## src/rtl/lfs_pkg.sv

```systemverilog
package lfs_pkg;
    localparam int LFS_DATA_W   = 8;
    localparam int LFS_LEN_W    = 4;
    localparam int LFS_LANE_MAX = 4;
    localparam int LFS_SH_W     = $clog2(LFS_LANE_MAX);
    localparam int LFS_MAX_LEN  = LFS_DATA_W;

    typedef enum logic [1:0] {
        LM_SINGLE = 2'b00,
        LM_DUAL   = 2'b01,
        LM_QUAD   = 2'b10,
        LM_RSVD   = 2'b11
    } lane_mode_e;

    function automatic logic [LFS_SH_W-1:0] lane_shift(input logic [1:0] mode);
        case (lane_mode_e'(mode))
            LM_DUAL: lane_shift = LFS_SH_W'(1);
            LM_QUAD: lane_shift = LFS_SH_W'(2);
            default: lane_shift = '0;
        endcase
    endfunction

    typedef struct packed {
        logic                  run;
        logic                  sclk;
        logic                  done;
        logic [LFS_SH_W-1:0]   shamt;
        logic [LFS_LEN_W-1:0]  pulses_left;
        logic [LFS_LEN_W-1:0]  bits_left;
        logic [LFS_DATA_W-1:0] tx_sr;
        logic [LFS_DATA_W-1:0] rx_sr;
    } lfs_state_t;
endpackage

```

## src/rtl/lfs_cycle_calc.sv

```systemverilog
module lfs_cycle_calc
    import lfs_pkg::*;
(
    input  logic [LFS_LEN_W-1:0] len_i,
    input  logic [1:0]           mode_i,
    output logic [LFS_LEN_W-1:0] len_o,
    output logic [LFS_LEN_W-1:0] pulses_o
);
    localparam int NOPT = LFS_SH_W + 1;

    logic [LFS_LEN_W-1:0] len_c;
    logic [LFS_LEN_W-1:0] cand [NOPT];

    always_comb begin
        len_c = (len_i > LFS_LEN_W'(LFS_MAX_LEN)) ? LFS_LEN_W'(LFS_MAX_LEN) : len_i;
    end

    // One candidate per lane width: quotient plus a carry when any low bit is set.
    for (genvar g = 0; g < NOPT; g++) begin : g_opt
        if (g == 0) begin : g_one
            assign cand[g] = len_c;
        end else begin : g_multi
            assign cand[g] = (len_c >> g) + LFS_LEN_W'(|len_c[g-1:0]);
        end
    end

    always_comb begin
        len_o    = len_c;
        pulses_o = cand[lane_shift(mode_i)];
    end
endmodule

```

## src/rtl/lfs_tick.sv

```systemverilog
module lfs_tick #(
    parameter int DIV = 2
) (
    input  logic clk_i,
    input  logic rst_ni,
    input  logic en_i,
    output logic tick_o
);
    localparam int CW = (DIV > 1) ? $clog2(DIV) : 1;

    logic [CW-1:0] cnt_d, cnt_q;

    always_comb begin
        tick_o = en_i && (cnt_q == CW'(DIV - 1));
        if (!en_i || tick_o) cnt_d = '0;
        else                 cnt_d = cnt_q + CW'(1);
    end

    always_ff @(posedge clk_i or negedge rst_ni) begin
        if (!rst_ni) cnt_q <= '0;
        else         cnt_q <= cnt_d;
    end
endmodule

```

## src/rtl/lane_frame_shifter.sv

```systemverilog
module lane_frame_shifter
    import lfs_pkg::*;
#(
    parameter int DIV = 2
) (
    input  logic                    clk_i,
    input  logic                    rst_ni,
    input  logic                    start_i,
    input  logic [LFS_LEN_W-1:0]    len_i,
    input  logic [1:0]              mode_i,
    input  logic [LFS_DATA_W-1:0]   tx_i,
    input  logic [LFS_LANE_MAX-1:0] lane_i,
    output logic                    sclk_o,
    output logic [LFS_LANE_MAX-1:0] lane_o,
    output logic [LFS_DATA_W-1:0]   rx_o,
    output logic                    done_o
);
    localparam int DATA_W = LFS_DATA_W;
    localparam int LANES  = LFS_LANE_MAX;
    localparam int IDX_W  = LFS_SH_W;

    lfs_state_t st_d, st_q;

    logic [LFS_LEN_W-1:0] len_c;
    logic [LFS_LEN_W-1:0] pulses;
    logic                 tick;
    logic [LANES-1:0]     drive;
    logic [DATA_W-1:0]    cap;
    int                   nlanes;
    int                   nvalid;

    lfs_cycle_calc u_calc (
        .len_i    (len_i),
        .mode_i   (mode_i),
        .len_o    (len_c),
        .pulses_o (pulses)
    );

    lfs_tick #(.DIV(DIV)) u_tick (
        .clk_i  (clk_i),
        .rst_ni (rst_ni),
        .en_i   (st_q.run),
        .tick_o (tick)
    );

    // Lane mapping for the current pulse: valid bits from the top of tx_sr,
    // earliest bit on the highest lane in use.
    always_comb begin
        nlanes = 1 << st_q.shamt;
        nvalid = (int'(st_q.bits_left) < nlanes) ? int'(st_q.bits_left) : nlanes;
        drive  = '0;
        cap    = st_q.rx_sr;
        for (int k = 0; k < LANES; k++) begin
            if (k < nvalid) begin
                drive[IDX_W'(nlanes - 1 - k)] = st_q.tx_sr[DATA_W-1-k];
                cap = {cap[DATA_W-2:0], lane_i[IDX_W'(nlanes - 1 - k)]};
            end
        end
    end

    always_comb begin
        st_d      = st_q;
        st_d.done = 1'b0;
        if (!st_q.run) begin
            if (start_i) begin
                st_d.tx_sr       = tx_i;
                st_d.rx_sr       = '0;
                st_d.shamt       = lane_shift(mode_i);
                st_d.bits_left   = len_c;
                st_d.pulses_left = pulses;
                st_d.sclk        = 1'b0;
                if (pulses == '0) st_d.done = 1'b1;
                else              st_d.run  = 1'b1;
            end
        end else if (tick) begin
            if (!st_q.sclk) begin
                st_d.sclk        = 1'b1;
                st_d.rx_sr       = cap;
                st_d.pulses_left = st_q.pulses_left - LFS_LEN_W'(1);
            end else begin
                st_d.sclk = 1'b0;
                if (st_q.pulses_left == '0) begin
                    st_d.run  = 1'b0;
                    st_d.done = 1'b1;
                end else begin
                    st_d.tx_sr     = st_q.tx_sr << nlanes;
                    st_d.bits_left = st_q.bits_left - LFS_LEN_W'(nvalid);
                end
            end
        end
    end

    always_ff @(posedge clk_i or negedge rst_ni) begin
        if (!rst_ni) st_q <= '0;
        else         st_q <= st_d;
    end

    assign sclk_o = st_q.sclk;
    assign lane_o = st_q.run ? drive : '0;
    assign rx_o   = st_q.rx_sr;
    assign done_o = st_q.done;
endmodule

```

## config.mk

```make
export PLATFORM = sky130hd
export DESIGN_NAME = lane_frame_shifter
export DESIGN_NICKNAME = d
export VERILOG_FILES = /design/src/rtl/lfs_pkg.sv /design/src/rtl/lfs_cycle_calc.sv /design/src/rtl/lfs_tick.sv /design/src/rtl/lane_frame_shifter.sv
export SDC_FILE = /design/constraint.sdc
export NUM_CORES = 1
export LEC_CHECK = 0
export BUFFER_PORTS_ARGS = -buffer_cell sky130_fd_sc_hd__buf_2
export CAP_MARGIN = 20
export CELL_PAD_IN_SITES_DETAIL_PLACEMENT = 0
export CELL_PAD_IN_SITES_GLOBAL_PLACEMENT = 1
export CORE_ASPECT_RATIO = 1.1
export CORE_MARGIN = 4
export CORE_UTILIZATION = 40
export CTS_BUF_LIST = sky130_fd_sc_hd__clkbuf_4 sky130_fd_sc_hd__clkbuf_8
export DETAILED_ROUTE_END_ITERATION = 10
export PLACE_DENSITY = 0.8
export SYNTH_ARGS = -nofsm -noshare
export SYNTH_HDL_FRONTEND = slang
export SYNTH_SLANG_ARGS = --single-unit
```

## constraint.sdc

```tcl
create_clock -name clk_i -period 4.5 [get_ports clk_i]
set_input_delay 0.9 -clock clk_i [delete_from_list [all_inputs] [get_ports clk_i]]
set_output_delay 0.9 -clock clk_i [all_outputs]
set_load 0.01 [all_outputs]
```

# After elaboration in Yosys (flattened, before gate mapping)
# Cells that the tools add are included.
op_classes:
  add_sub_neg: 9
  magnitude_cmp: 15
  eq_ne: 7
  n_shift: 2
  muxes: 55
  bitwise_logic: 3
  reduce_logical: 16
op_table:
  columns: ["cell", "count"]
  rows:
  - ["$lt A3 B32 Y1 const A", 2]
  - ["$mux W24", 2]
  - ["$mux W8", 5]
  - ["$mux W4", 9]
  - ["$lt A1 B32 Y1 const A", 1]
  - ["$lt A2 B32 Y1 const A", 1]
  - ["$lt A5 B32 Y1", 1]
  - ["$mux W32", 1]
  - ["$shl A1 B2 Y32 const A", 1]
  - ["$shl A8 B32 Y8", 1]
  - ["$mux W29", 1]
  - ["$mux W12", 2]
  - ["$mux W1", 20]
  - ["$lt A2 B4 Y1 const B", 4]
  - ["$bwmux W4", 3]
  - ["$bmux W1 S2", 4]
  - ["$bmux W4 S2", 1]
  - ["$demux W1 S2", 4]
  - ["$ge A2 B1 Y1 const B", 4]
  - ["$logic_not A4 Y1", 2]
  - ["$reduce_and A4 Y1", 2]
  - ["$mux W3", 2]
  - ["$ne A2 B2 Y1 const B", 3]
  - ["$sub A2 B2 Y2 const B", 3]
  - ["23 further kinds", 28]
word_totals:
  ff_bits: 30
  in_bits: 21

# Longest topological paths before layout
logic_depth:
  word_depth: 15
  ltp_mapped: 15
  ltp_nobuf: 13

# Modules after synthesis
# Synthesis repeated with hierarchy kept, for this count alone.
unflattened:
  hier_cells: 371
  area_unflattened_um2: 3101.7
modules_own_cells:
  columns: ["mod", "instances", "cells_per_inst", "area_each_um2", "seq_area_each_um2"]
  rows:
  - ["lane_frame_shifter", 1, 343, 2861.5, 725.7]
  - ["lfs_cycle_calc", 1, 25, 198.9, 0.0]
  - ["lfs_tick", 1, 3, 41.3, 25.0]

# Least setup slack after synthesis
# No wires, ideal clock.
synth_timing:
  path_kind: "flip-flop to output port"
  from: "reg st_q[24] (netlist bit)"
  to: "out lane_o[1]"
  t_arrival_ns: 3.169
  setup_slack_ns: 0.431
  path_stages_with_launch: 14
  n_path_buf: 2
  path_cell_list: "dfrtp_1 -> inv_1 -> ha_1 -> clkbuf_1 -> inv_1 -> ha_1 -> a21o_1 -> a21oi_2 -> nand2_1 -> a31oi_1 -> buf_2 -> a22oi_1 -> o211a_1 -> nor3_1"
synth_via:
  elab_chain_cells: 15
  word_cells_on_any_way: 40
  cone_classes: "4 x add/sub; 13 x order compare; 1 x shift; 17 x mux; 1 x bitwise; 4 x reduce/logical"
synth_lines:
  columns: ["item", "line", "source"]
  rows:
  - ["from (decl)", "lane_frame_shifter.sv:22", "lfs_state_t st_d, st_q;"]
  - ["from (signal assigned)", "lane_frame_shifter.sv:95", "else st_q <= st_d;"]
  - ["$shl A1 B2 Y32 (*)", "lane_frame_shifter.sv:49", "nlanes = 1 << st_q.shamt;"]
  - ["branches (longest 12 deep; another with $lt A5 B32 Y1)", null, null]
  - ["$mux W4 (*)", "lane_frame_shifter.sv:54", "if (k < nvalid) begin"]
  - ["$mux W4 (*)", "lane_frame_shifter.sv:99", "assign lane_o = st_q.run ? drive : '0;"]
  - ["to (decl)", "lane_frame_shifter.sv:14", "output logic [LFS_LANE_MAX-1:0] lane_o,"]
# Every way passes the cells marked *.

# Worst setup path after layout
# Ends and elaborated chain as after synthesis.

==> impl_metrics.py <==
metrics = {
    "yosys": {
        "ys_seq_area_frac": 0.254,
        "syn_avg_cell_area_um2": 8.18,
        "netlist_area_um2": 2950,
        "synth_flop_cell": "dfrtp_1",
        "synth_area_leaders": "dfrtp_1 25%, ha_1 9.7%, o21ai_0 5.9%, nand2_1 5.3%, nor2_1 3.7%",
        "synthesis.nets": 406,
        "yosysWarnings": 0,
        "async_flop_share": 1.00,
        "synth_top_area_share": 0.254,
        "yosysUniqueCellTypes": 61,
        "synth-edff-count": 0,
        "netlist_instances": 361,
        "yosysTopAreaCell": "dfrtp_1",
        "yosys_register_bits": 30,
    },
    "cts": {
        "htreeDepth": 2,
        "cts_tree": "yes",
        "cts_root_buf": "clkbuf_8",
        "clock_path_buffers": 2,
        "cts_resized": 0,
        "clkLatencyLatePin_ns": 0.29,
        "clock_sinks": 30,
        "cts_setup_buffers": 0,
        "path_clk_slew_ns": 0.07,
        "cts_buffers": 5,
        "cts-hold-fix-buffers": 0,
    },
    "drt": {
        "first_pass_iters": 4,
        "finalWirelength_mm": 7.75,
        "wl_met1_mm": 3.52,
        "dr_wl_met2_mm": 3.71,
        "vias_per_cell": 5.95,
        "maxUsedRoutingLayer": "met4",
        "antenna_left": 0,
        "wl_met3_um": 349,
        "drc": 0,
        "route.vias.total": 2760,
        "first_iter_violations": 216,
        "wl_per_cell_um": 16.7,
    },
    "setup_path": {
        "endpoint_kind": "output port",
        "crit_arrival_ns": 3.29,
        "required_ns": 3.60,
        "worstSetupStartpointType": "flop",
        "crit_fanout": 9,
        "crit_type": "reg -> out",
        "r2r_cells": 13,
    },
    "floorplanning": {
        "die_width_um": 89.9,
        "core_area_um2": 7090,
        "start_util": 0.417,
        "num_rows": 32,
        "die_area_um2": 8820,
        "die_h_um": 98.1,
        "pin_count": 35,
    },
    "timing": {
        "tightestPinTransition_ns": 0.729,
        "finClkSkew_ns": 0.00439,
        "drv_slew": 0,
        "setup_violations": 0,
        "holdWs_ns": 0.495,
        "slew_headroom": 0.514,
        "hold_viol": 0,
        "layout_min_cycle_time_ns": 4.19,
        "period_share": 0.931,
        "rsz0062_at_grt": "false",
        "fin_setup_tns_ns": 0,
        "fmax_mhz": 239,
    },
    "placement": {
        "port_buffers": 34,
        "routabilityCongestion": 0.912,
        "hpwl_mm": 5.90,
    },
    "global_routing": {
        "grt_first_pass_wirelength_mm": 13.0,
        "grt_antenna_before_repair": 0,
        "globalRoute.totalOverflow": 0,
        "grt_max_degree": 31,
        "grt_usage": 0.180,
        "grt_pass1_vias": 2705,
    },
    "flow_run": {
        "drv_cap": 0,
    },
    "hold_path": {
        "hold_class": "reg -> reg",
        "hold_depth": 1,
    },
    "layout": {
        "syn_to_final_growth_pct": 8.94,
        "diodes": 0,
        "post-route-util": 0.454,
        "drive_gt1_frac": 0.185,
        "fin_nets": 423,
    },
    "run_status": {
        "outcome": "finished, final reports clean",
    },
}
==> worst max-delay path, cell delays in order (launching register included) <==
cell	delay, ns
dfrtp_1	0.41
inv_1	0.12
ha_1	0.18
inv_1	0.05
ha_1	0.31
a21o_1	0.21
a21oi_2	0.38
nand2_1	0.23
a31oi_1	0.45
a22oi_1	0.17
o211a_1	0.16
nor3_1	0.17
buf_2	0.16
==> stage by stage <==
step	cell area, um^2	std cells	worst slack (ns)
6_report	3220	464	0.309
5_1_grt	3220	464	0.0202
4_1_cts	3210	464	0.297
3_5_place_dp	3100	456	0.627
3_3_place_gp	3100	456	0.680
2_1_floorplan	2950	361	0.431
==> synth_stat cells, drive strengths merged (4+ instances only) <==
cell type and n:
a22oi 5, nor2 29, ha 23, mux4 4, a21oi 22, mux2 6
nand3 10, nand2 42, nor2b 6, nand4 4, nor3 9, mux2i 9
o211ai 4, a211oi 4, and3 5, clkbuf 18, or2 4, buf 13
dfrtp 30, a21o 4, nand2b 7, a221o 4, a31oi 5, inv 15
xor2 4, o21ai 36, o221ai 7
==> path summary, 6_finish.rpt <==
check                        startpoint      endpoint  slack [ns]
max                            st_q[24]     lane_o[1]        0.31
min                        u_tick.cnt_q  u_tick.cnt_q        0.49
max reg2reg                    st_q[24]      st_q[18]        1.12
min reg2reg                u_tick.cnt_q  u_tick.cnt_q        0.49
max in group asynchronous        rst_ni        sclk_o        3.37
min in group asynchronous        rst_ni       rx_o[0]        0.66
==> kinds of logic (layout without fill, tap and decap cells) <==
group                      Yosys count  in the layout  share of synthesized area
AOI/OAI and AO/OA                  113            113                      0.261
xor gates and xnor gates             5              5                     0.0148
adders and majority gates           24             24                      0.104
buffers and inverters               46             64                     0.0792
DFF                                 30             30                      0.254
muxes                               19             19                     0.0839
and+or+nand+nor                    124            124                      0.203
==> cell type report <==
class                   instances  area [um^2]
inverters                      15         56.3
clock buffers                   8          110
fillers                       721         3870
multi-input cells             285         1970
flip-flops and latches         30          751
well taps                      85          106
repair buffers                 41          223
==> layer usage <==
| layer | vias up | GRT usage |
|---|---|---|
| met5 | - | 0 |
| met4 | 0 | 0.0766 |
| met3 | 12 | 0.0347 |
| met2 | 70 | 0.307 |
| met1 | 1327 | 0.223 |
| li1 | 1351 | - |
==> sequential cells by signal, indices dropped and copies added (netlist names) <==
register and flops:
sclk_o 1, u_tick.cnt_q 1, st_q 19, done_o 1, rx_o 8
==> layout by cell type (no fill, tap or decap), types with 2 or more instances in the layout <==
master     synthesis  layout
clkbuf_8           0       8
nand2b_1           7       7
o21a_1             2       2
nand3_1            9       9
a211oi_1           4       4
buf_2              1      34
buf_4              8       7
a22oi_1            5       5
or2_1              1       2
nor2b_1            5       5
a221o_1            4       4
o2bb2ai_1          2       2
a21o_1             4       4
and3_1             5       5
o221ai_1           7       7
mux4_2             4       4
and2_1             2       2
or2_2              2       2
ha_1              23      23
o211ai_1           4       4
mux2i_1            9       9
nor2_1            29      28
o21ai_0           35      35
a22o_1             2       2
a311oi_1           2       2
inv_1             15      15
nand4_1            4       4
o211a_1            2       2
a31oi_1            5       5
xor2_1             4       4
nand2_1           42      42
dfrtp_1           30      30
mux2_2             6       6
nor3_1             9       9
a21oi_1           21      21
Power is left out: the tool's default activity adds up to more than one toggle a clock period on the data nets, which glitch-free logic cannot reach.
